--- config.mk ---
export PLATFORM = sky130hd
export DESIGN_NAME = pwr_guard
export DESIGN_NICKNAME = d
export VERILOG_FILES = /design/src/rtl/pwr_guard.sv
export SDC_FILE = /design/constraint.sdc
export NUM_CORES = 1
export LEC_CHECK = 0
export ABC_AREA = 1
export BUFFER_PORTS_ARGS = -buffer_cell sky130_fd_sc_hd__buf_4
export CORE_MARGIN = 2
export CORE_UTILIZATION = 49
export CTS_CLUSTER_DIAMETER = 100
export DETAILED_ROUTE_END_ITERATION = 10
export MAX_ROUTING_LAYER = met4
export PLACE_DENSITY = 0.81
export SYNTH_ARGS = -nofsm -noshare
export SYNTH_HDL_FRONTEND = slang
export SYNTH_SLANG_ARGS = --single-unit
export TNS_END_PERCENT = 50
--- constraint.sdc ---
create_clock -name clk -period 1.2 [get_ports clk]
set_input_delay 0.12 -clock clk [delete_from_list [all_inputs] [get_ports clk]]
set_output_delay 0.12 -clock clk [all_outputs]
set_load 0.03 [all_outputs]
--- src/rtl/pwr_guard.sv ---
module pwr_guard #(
  parameter int DEB_CYC   = 4,
  parameter int GRACE_CYC = 50,
  parameter int RECOV_CYC = 200
) (
  input  logic       clk,
  input  logic       rst_n,
  input  logic       sup_ok_a,
  input  logic       sup_hi_a,
  input  logic       ce_n,
  input  logic       we_n,
  input  logic       oe_n,
  output logic       wp,
  output logic       mem_we_n,
  output logic       out_hiz,
  output logic       bat_sel,
  output logic       bat_link,
  output logic [2:0] status
);
  localparam int CMAX = (GRACE_CYC > RECOV_CYC) ? GRACE_CYC : RECOV_CYC;
  localparam int CW   = $clog2(CMAX + 1);
  localparam int DW   = $clog2(DEB_CYC + 1);

  typedef enum logic [2:0] {
    ST_NORM  = 3'd0,
    ST_GRACE = 3'd1,
    ST_PROT  = 3'd2,
    ST_RECOV = 3'd3,
    ST_BATT  = 3'd4
  } st_t;

  st_t           state;
  logic [1:0]    ok_sy, hi_sy;
  logic          ok_f;
  logic [DW-1:0] dcnt;
  logic [CW-1:0] cnt;

  wire ok_s = ok_sy[1];
  wire hi_s = hi_sy[1];

  always_ff @(posedge clk or negedge rst_n)
    if (!rst_n) begin
      ok_sy <= '0;
      hi_sy <= '0;
    end else begin
      ok_sy <= {ok_sy[0], sup_ok_a};
      hi_sy <= {hi_sy[0], sup_hi_a};
    end

  always_ff @(posedge clk or negedge rst_n)
    if (!rst_n) begin
      ok_f <= 1'b0;
      dcnt <= '0;
    end else if (ok_s == ok_f) begin
      dcnt <= '0;
    end else if (dcnt == DW'(DEB_CYC - 1)) begin
      ok_f <= ok_s;
      dcnt <= '0;
    end else begin
      dcnt <= dcnt + 1'b1;
    end

  always_ff @(posedge clk or negedge rst_n)
    if (!rst_n) bat_link <= 1'b0;
    else if (ok_f) bat_link <= 1'b1;

  always_ff @(posedge clk or negedge rst_n)
    if (!rst_n) begin
      state <= ST_PROT;
      cnt   <= '0;
    end else begin
      cnt <= cnt + 1'b1;
      case (state)
        ST_NORM:
          if (!ok_f) begin
            state <= ce_n ? ST_PROT : ST_GRACE;
            cnt   <= '0;
          end
        ST_GRACE:
          if (ce_n || cnt == CW'(GRACE_CYC - 1)) state <= ST_PROT;
        ST_PROT:
          if (ok_f) begin
            state <= ST_RECOV;
            cnt   <= '0;
          end else if (!hi_s && bat_link) begin
            state <= ST_BATT;
          end
        ST_RECOV:
          if (!ok_f) state <= ST_PROT;
          else if (cnt == CW'(RECOV_CYC - 1)) state <= ST_NORM;
        ST_BATT:
          if (hi_s) state <= ST_PROT;
        default: state <= ST_PROT;
      endcase
    end

  assign wp       = !(state == ST_NORM || state == ST_GRACE);
  assign mem_we_n = wp | ce_n | we_n;
  assign out_hiz  = wp | ce_n | !we_n | oe_n;
  assign bat_sel  = (state == ST_BATT);
  assign status   = state;

  AST_PROT_BLOCKS_WRITE: assert property (@(posedge clk) disable iff (!rst_n)
    wp |-> (mem_we_n && out_hiz));
  AST_FALL_LEAVES_NORMAL: assert property (@(posedge clk) disable iff (!rst_n)
    (state == ST_NORM && !ok_f) |=> (state == ST_GRACE || state == ST_PROT));
  AST_GRACE_BOUNDED: assert property (@(posedge clk) disable iff (!rst_n)
    (state == ST_GRACE) |-> (cnt < CW'(GRACE_CYC)));
  AST_RECOV_FULL_COUNT: assert property (@(posedge clk) disable iff (!rst_n)
    (state == ST_NORM && $past(state) == ST_RECOV) |-> ($past(cnt) == CW'(RECOV_CYC - 1)));
  AST_RECOV_ABORT: assert property (@(posedge clk) disable iff (!rst_n)
    (state == ST_RECOV && !ok_f) |=> (state == ST_PROT));
  AST_FILTER_WAITS: assert property (@(posedge clk) disable iff (!rst_n)
    (ok_f != $past(ok_f)) |-> ($past(dcnt) == DW'(DEB_CYC - 1)));
  AST_BATT_NEEDS_LINK: assert property (@(posedge clk) disable iff (!rst_n)
    bat_sel |-> bat_link);
endmodule

==> reports/qor.yml, run 1 <==
ys_seq_elements: 20
peakVddDrop_uv: 1510
p_leak_nw: 0.741
p_clk_share_pct: 13.9
critPathBufInv: 4
fin_nets: 177
critPathSlowestCell: "dfstp_2"
hold_viol: 0
path_class: "register to primary output"
layout_commonest_cell: "buf_4"
post-route-min-period_ns: 1.48
cts_buffer_depth: 2
fin_setup_tns_ns: -2.58
grt_use_total_pct: 22.8
tightest_slew_ns: 0.261
clk_pin_slew_ns: 0.12
end_kind: "primary output"
core_area_sq_um: 1940
grt_pass1_wl_mm: 4.08
detail-route-antenna-nets: 0
grt_pass1_vias: 1019
pin_count: 15
cts_sinks: 20
wl_mm: 2.42
htreeDepth: 1
setup_ws_ns: -0.278
rows: 16
p_per_area_nw_per_um2: 2630
diodes: 0
final_cells: 193
place.gp.congestion: 0.877
fin_skew_ns: 0.00657
timing.rr.end: "cnt[6]$_DFF_PN0_"
yosys_warnings: 0
violations: "negative setup slack"
die_area_sq_um: 2430
syn_area_per_cell_sq_um: 8.25
rsz0062_at_grt: "true"
crit_chain: "inv_2, nand3_2, nand2_2, inv_2, buf_4, buf_6"
switching_share_pct: 42.0
synth_area_leader_cell: "dfrtp_1"
antenna_found_initial: 0
die_h_microns: 49.3
n_fill_cell: 124
drc: 0
fin_util_pct: 77.4
r2r_start: "status[0]$_DFFE_PN0P_"
yosysTopAreaCellShare_pct: 47.3
synth_area_leaders: "dfrtp_1 (47%), nand2_1 (9.7%), nor2_1 (9.0%)"
endpoint: "wp"
power_frac_seq_pct: 24.9
crit_cells: 6
routed_via_density: 5.08
slew_headroom_pct: 82.5
syn-num-nets: 132
worstPathMaxFanout: 3
cpPeakStageDelay_ns: 0.57
critPathLaunch: "status[1]$_DFFE_PN1P_"
setup_violations: 16
synth_cell_types: 24
drive_gt1_share_pct: 44.6
synth_seq_area_share_pct: 49.9
syn-cell-area_sq_um: 1010
dp_hpwl_mm: 1.52
num_vias: 981
io_buffers: 14
grt_start_max_net_pins: 21
die_w_microns: 49.3
cts_tree: "built"
finalCritPeriodShare_pct: 123
slew_viol_final: 0
reg2reg_depth: 7
status: "complete, but fails checks"
numCtsBuffers: 3
crit_path_start_kind: "register"
grt_overflow_total: 0
root_buffer: "clkbuf_4"
first_pass_iters: 4
crit_family: "flip-flops"
p_sw_mw: 1.66
hold_path_class: "primary input to register"
critPathArrivalTime_ns: 1.36
required_ns: 1.08
wire_per_inst_microns: 12.5
synthToLayoutAreaGrowth_pct: 49.4
reg2reg_setup_slack_ns: -0.15
clock_latency_ns: 0.30
layout_common_cells: "buf_4 (28), nand2_1 (21), nor2_1 (18)"
drtIter0Drc: 35
start_util_pct: 51.8
drv_cap: 0
dp_cells: 178
p_comb_share_pct: 61.2
synth_cells: 122
fmax_mhz: 677
intPower_mw: 2.29
crit_top_cell: "inv_2"
synth_stat cells (all sizes together):
library cell,number
o22ai,1
xnor2,2
ha,3
nor3b,1
o21ai,3
a22oi,1
nand2,27
nor2,28
dfrtp,19
a21oi,4
inv,16
a31oi,1
xor2,1
dfstp,1
nor3,3
nand3,11
layer usage:
layer | GRT usage, % | vias up | wire [microns]
li1 | - | 472 | -
met1 | 24.5 | 451 | 929
met2 | 40.3 | 46 | 1250
met3 | 2.15 | 12 | 130
met4 | 13.8 | 0 | 104
met5 | - | - | 0
stage by stage:
step | power (mW) | setup slack (ns) | hold slack, ns | cell area (sq um)
global placement | 2.74 | -0.0764 | 0.00585 | 1270
finish | 3.95 | -0.278 | 0.192 | 1500
CTS | 3.73 | -0.267 | 0.186 | 1470
global route | 4.20 | -0.343 | 0.200 | 1500
floorplan | 2.13 | -0.152 | -0.176 | 1020
detailed placement | 2.80 | -0.0925 | 0.0128 | 1270
state kept, by name, summed over array words and instances, names as in the netlist:
name,flops
bat_link,1
cnt,8
dcnt,3
hi_sy,2
ok_f,1
ok_sy,2
status,3
cells by family after synthesis:
logic type / after synthesis / synth area share (%)
adders and majority gates: 3 / 3.73
xor gates and xnor gates: 3 / 2.61
DFF: 20 / 49.9
buffers and inverters: 16 / 6.22
and+or+nand+nor: 70 / 31.0
AOI/OAI and AO/OA: 10 / 6.59
worst register-to-register path, stage by stage (launching register included):
cell and delay [ns]:
dfrtp_2 0.46, nor2_4 0.14, buf_4 0.16, buf_4 0.11, nand2_2 0.06, nor2_4 0.14
buf_4 0.14, nor2_1 0.04
power by group through the flow:
stage | clock [mW] | sequential (mW) | combinational, mW
final | 0.550 | 0.984 | 2.42
after CTS | 0.548 | 0.978 | 2.20
after detailed placement | 0 | 0.993 | 1.80
after global routing | 0.584 | 1.00 | 2.62
after floorplan | 0 | 1.11 | 1.02
after global placement | 0 | 0.985 | 1.76
cell type report:
type                    instances  area, sq um  share of cell area [%]
clock buffers                   3         22.5                    1.50
clock inverters                 1         30.0                    2.00
inverters                      16         62.6                    4.16
multi-input cells              86          508                    33.8
flip-flops and latches         20          504                    33.6
well taps                      27         33.8                    2.25
repair buffers                 40          342                    22.7
how the worst min path moves through the flow:
stage	startpoint	endpoint	slack [ns]	cells past startpoint
2_1_floorplan	rst_n	bat_link$_DFFE_PN0P_	-0.18	0
3_5_place_dp	rst_n	dcnt[0]$_DFF_PN0_	0.01	1
4_1_cts	ce_n	status[0]$_DFFE_PN0P_	0.19	4
3_3_place_gp	rst_n	ok_sy[0]$_DFF_PN0_	0.006	1
6_report	ce_n	status[0]$_DFFE_PN0P_	0.19	4
5_1_grt	ce_n	status[0]$_DFFE_PN0P_	0.20	4
timing repair:
| item | 4_1_cts | 5_1_grt |
|---|---|---|
| cloned | 0 | 0 |
| hold endpoints to repair | 22 | 0 |
| pin swaps | 11 | 6 |
| resized for setup | 21 | 5 |
| hold buffers | 3 | 0 |
| setup buffers | 5 | 3 |
| setup endpoints to repair | 15 | 18 |
Power figures use the tool's default switching activity.
==> run 2, diff against run 1 <==
CELL_PAD_IN_SITES_DETAIL_PLACEMENT = 0   (was not set)
CELL_PAD_IN_SITES_GLOBAL_PLACEMENT = 2   (was not set)
CORE_UTILIZATION = 29   (was 49)
==> run 2 against run 1 <==
- the run still ends with negative setup slack left
- via count increased by 0.20%
- sequential cell count is the same
- critical endpoint is now out_hiz
- critical path type unchanged
- non-clock buffer count increased by 11
==> reports/qor.yml, run 2 (same netlist as run 1, synthesis figures left out) <==
end_kind: "primary output"
start_util_pct: 30.1
die_area_sq_um: 3960
routed_via_density: 4.41
crit_path_start_kind: "register"
hold_ws_ns: 0.168
drv_cap: 0
grt_use_total_pct: 13.6
clk_pin_slew_ns: 0.12
setup_violations: 17
p_per_area_nw_per_um2: 2580
drtIter0Drc: 37
wire_per_inst_microns: 11.0
fin_skew_ns: 0.00421
drive_gt1_share_pct: 49.2
cpPeakStageDelay_ns: 0.57
detail-route-antenna-nets: 0
die_h_microns: 62.9
dp_hpwl_mm: 1.69
grt_overflow_total: 0
place_area_sq_um: 1320
post-route-min-period_ns: 1.46
hold_viol: 0
slew_headroom_pct: 82.5
dp_cells: 200
worstPathMaxFanout: 3
grt_pass1_vias: 976
violations: "negative setup slack"
grt_start_max_net_pins: 21
grt_pass1_wl_mm: 4.15
critPathArrivalTime_ns: 1.34
critPathSlowestCell: "dfstp_2"
regMostFlops: "cnt"
finalCritPeriodShare_pct: 122
required_ns: 1.08
status: "complete, but fails checks"
first_pass_iters: 4
numCtsBuffers: 3
setup_ws_ns: -0.260
path_class: "register to primary output"
wl_mm: 2.46
cts_tree: "built"
io_buffers: 14
place.gp.congestion: 0.872
tightest_slew_ns: 0.263
fin_util_pct: 49.1
core_area_sq_um: 3340
final_cell_area_sq_um: 1640
drc: 0
hold_path_class: "primary input to register"
fin_nets: 188
synthToLayoutAreaGrowth_pct: 62.9
diodes: 0
cts_buffer_depth: 2
layout_common_cells: "buf_4 (33), nand2_1 (20), nor2_1 (19)"
fmax_mhz: 685
layout_commonest_cell: "buf_4"
num_vias: 983
antenna_found_initial: 0
cts_sinks: 20
root_buffer: "clkbuf_4"
final_cells: 223
rows: 21
pin_count: 15
htreeDepth: 1
rsz0062_at_grt: "true"
crit_chain: "inv_2, nand3_2, nand2_2, inv_2, nor2_4, nand2_2, buf_6"
slew_viol_final: 0
p_leak_nw: 0.803
largest_reg_flops: 8
peakVddDrop_uv: 972
die_w_microns: 62.9
clock_latency_ns: 0.30
run 2: what timing repair did:
action / in CTS / in global routing
gates resized for setup: 19 / 16
hold buffers: 3 / 0
buffers inserted: 11 / 5
hold endpoints to repair: 22 / 0
pin swaps: 5 / 14
endpoints found under the setup margin: 17 / 18
run 2: layout make-up:
cell class	count	area, sq um
multi-input cells	86	514
inverters	16	62.6
clock inverters	1	30.0
well taps	46	57.6
flip-flops and latches	20	505
repair buffers	51	447
clock buffers	3	22.5
fillers	341	1700
run 2: worst max-delay path: cells and delay by family (launching register included):
kind	cells	cell delay (ns)
DFF	1	0.57
buffers and inverters	3	0.24
and+or+nand+nor	4	0.22
run 2: where the power goes:
group	leakage [nW]	switching, mW	internal, mW	total, mW
Combinational	0.528	1.33	1.35	2.68
Sequential	0.248	0.147	0.842	0.989
Clock	0.0279	0.222	0.337	0.559
run 2: metrics by stage:
step	setup slack (ns)	TNS, ns	power [mW]
2_1_floorplan	-0.152	-1.14	2.13
3_3_place_gp	-0.105	-0.660	2.78
3_5_place_dp	-0.122	-0.874	2.80
4_1_cts	-0.273	-2.39	3.93
5_1_grt	-0.372	-3.94	4.51
6_report	-0.260	-2.53	4.23
run 2: final timing paths:
path / depth (start not counted) / startpoint / slack, ns / endpoint
min in group asynchronous: 2 / rst_n / 0.23 / dcnt[1]$_DFF_PN0_
hold reg to reg: 0 / ok_sy[0]$_DFF_PN0_ / 0.36 / ok_sy[1]$_DFF_PN0_
setup / recovery: 7 / status[1]$_DFFE_PN1P_ / -0.26 / out_hiz
setup reg to reg: 7 / cnt[0]$_DFF_PN0_ / -0.16 / cnt[6]$_DFF_PN0_
max in group asynchronous: 2 / rst_n / 0.70 / status[1]$_DFFE_PN1P_
hold / removal: 4 / ce_n / 0.17 / status[0]$_DFFE_PN0P_
run 2: layer usage:
metal,wire length (microns),GRT usage [%],up-vias
li1,-,-,496
met3,79,3.42,4
met1,1030,15.2,465
met4,22,5.83,0
met5,0,-,-
met2,1330,23.0,18
==> run 3, diff against run 2 <==
==> constraint.sdc (replaced) <==
create_clock -name clk -period 1.2 [get_ports clk]
set_input_delay 0.36 -clock clk [delete_from_list [all_inputs] [get_ports clk]]
set_output_delay 0.36 -clock clk [all_outputs]
set_load 0.03 [all_outputs]
==> run 3 against run 2 <==
- the flow still finishes with violations (negative setup slack)
- sequential cell count stayed put
- clock power is 1% lower
- clock skew is 0.0033 ns higher
- total power is 3.8% higher
- die area stayed put
- non-clock buffer count is 1 lower
- largest cell class unchanged
==> reports/qor.yml, run 3 (same netlist as run 1, synthesis figures left out) <==
end_kind: "primary output"
cts_buffer_depth: 2
core_area_sq_um: 3340
slew_viol_final: 0
num_vias: 960
numCtsBuffers: 3
crit_path_start_kind: "register"
hold_path_class: "primary input to register"
dp_hpwl_mm: 1.82
start_util_pct: 30.1
grt_start_max_net_pins: 21
drv_cap: 0
fin_setup_tns_ns: -5.22
crit_family: "buffers and inverters"
hold_ws_ns: 0.155
required_ns: 0.84
die_h_microns: 62.9
grt_use_total_pct: 15.0
cpPeakStageDelay_ns: 0.46
finalCritPeriodShare_pct: 146
crit_top_cell: "buf_4"
cts_tree: "built"
drc: 0
setup_ws_ns: -0.554
power_mw: 4.39
fin_nets: 187
pin_count: 15
hold_viol: 0
drtIter0Drc: 24
place_ws_ns: -0.261
grt_pass1_vias: 1039
p_comb_share_pct: 65.0
die_w_microns: 62.9
status: "complete, but fails checks"
htreeDepth: 1
slew_headroom_pct: 82.2
p_per_area_nw_per_um2: 2680
place.gp.congestion: 0.805
place_area_sq_um: 1380
root_buffer: "clkbuf_4"
clock_latency_ns: 0.30
rsz0062_at_grt: "true"
intPower_mw: 2.60
n_fill_cell: 341
die_area_sq_um: 3960
diodes: 0
drive_gt1_share_pct: 47.2
p_sw_mw: 1.79
critPathArrivalTime_ns: 1.39
fin_skew_ns: 0.00750
io_buffers: 14
final_cell_area_sq_um: 1640
peakVddDrop_uv: 1150
synthToLayoutAreaGrowth_pct: 63.2
p_clk_share_pct: 12.6
largest_reg_flops: 8
first_pass_iters: 4
tightest_slew_ns: 0.265
p_leak_nw: 0.828
grt_pass1_wl_mm: 4.55
layout_common_cells: "buf_4 (36), nor2_1 (22), nand2_1 (21)"
clk_pin_slew_ns: 0.12
antenna_found_initial: 0
detail-route-antenna-nets: 0
wire_per_inst_microns: 11.1
layout_commonest_cell: "buf_4"
violations: "negative setup slack"
setup_violations: 19
regMostFlops: "cnt"
switching_share_pct: 40.7
fmax_mhz: 570
crit_chain: "buf_4, buf_4, buf_6, nor3_2, buf_4"
path_class: "register to primary output"
worstPathMaxFanout: 3
wl_mm: 2.46
cts_sinks: 20
critPathBufInv: 4
routed_via_density: 4.32
rows: 21
power_frac_seq_pct: 22.4
grt_overflow_total: 0
critPathSlowestCell: "dfrtp_2"
post-route-min-period_ns: 1.75
run 3: changes by cell type in the layout (fill, tap and decap cells not counted), moves of 2 or more:
cell and change:
nand2_4 +3, dlygate4sd3_1 -2, nor2_2 -4, inv_2 -2, nand3_1 -2, buf_6 -3
buf_4 +3, ha_1 +2, nor2_1 +3, nand2_2 -4
run 3: power by group through the flow:
stage | registers, mW | clock network (mW) | logic [mW]
finish | 0.984 | 0.552 | 2.86
global route | 1.01 | 0.596 | 3.12
CTS | 0.981 | 0.567 | 2.70
detailed placement | 0.989 | 0 | 2.14
floorplan | 1.11 | 0 | 1.10
global placement | 0.978 | 0 | 2.08
run 3: timing repair:
| item | 4_1_cts | 5_1_grt |
|---|---|---|
| hold endpoints to repair | 19 | 0 |
| hold buffers | 1 | 0 |
| setup buffers | 10 | 5 |
| pin swaps | 9 | 4 |
| resized for setup | 22 | 6 |
| endpoints found under the setup margin | 19 | 19 |
run 3: worst paths after layout:
path | startpoint | endpoint | slack [ns] | depth (start not counted)
max | status[0]$_DFFE_PN0P_ | bat_sel | -0.55 | 5
min reg2reg | hi_sy[0]$_DFF_PN0_ | hi_sy[1]$_DFF_PN0_ | 0.36 | 0
max reg2reg | status[0]$_DFFE_PN0P_ | status[0]$_DFFE_PN0P_ | -0.28 | 9
max in group asynchronous | rst_n | status[1]$_DFFE_PN1P_ | 0.48 | 2
min | sup_ok_a | ok_sy[0]$_DFF_PN0_ | 0.15 | 1
min in group asynchronous | rst_n | ok_sy[0]$_DFF_PN0_ | 0.46 | 2
run 3: per-layer routing:
layer / GRT usage [%] / vias up / part of all wire [%]
li1: - / 493 / -
met1: 16.2 / 448 / 41
met2: 28.2 / 15 / 55
met3: 2.34 / 4 / 2.2
met4: 4.17 / 0 / 1.6
met5: - / - / 0
run 3: final cells by class:
class	instances	area, sq um	area share (%)
Clock buffer	3	22.5	1.37
Clock inverter	1	30.0	1.83
Inverter	16	65.1	3.96
Multi-Input combinational cell	86	532	32.4
Sequential cell	20	504	30.7
Tap cell	46	57.6	3.51
Timing Repair Buffer	50	430	26.2
run 3: per-stage QoR:
step,util [%],std cells
2_1_floorplan,-,122
3_3_place_gp,41.5,205
3_5_place_dp,41.5,205
4_1_cts,47.8,219
5_1_grt,49.2,222
6_report,49.2,222
run 3: worst register-to-register path: stages, from the launching register on:
cell	delay, ns
dfrtp_2	0.46
buf_4	0.15
buf_4	0.13
buf_4	0.15
nand3_2	0.08
nor2_1	0.05
a21oi_2	0.18
nand2_1	0.08
nand2_1	0.06
nand2_1	0.05
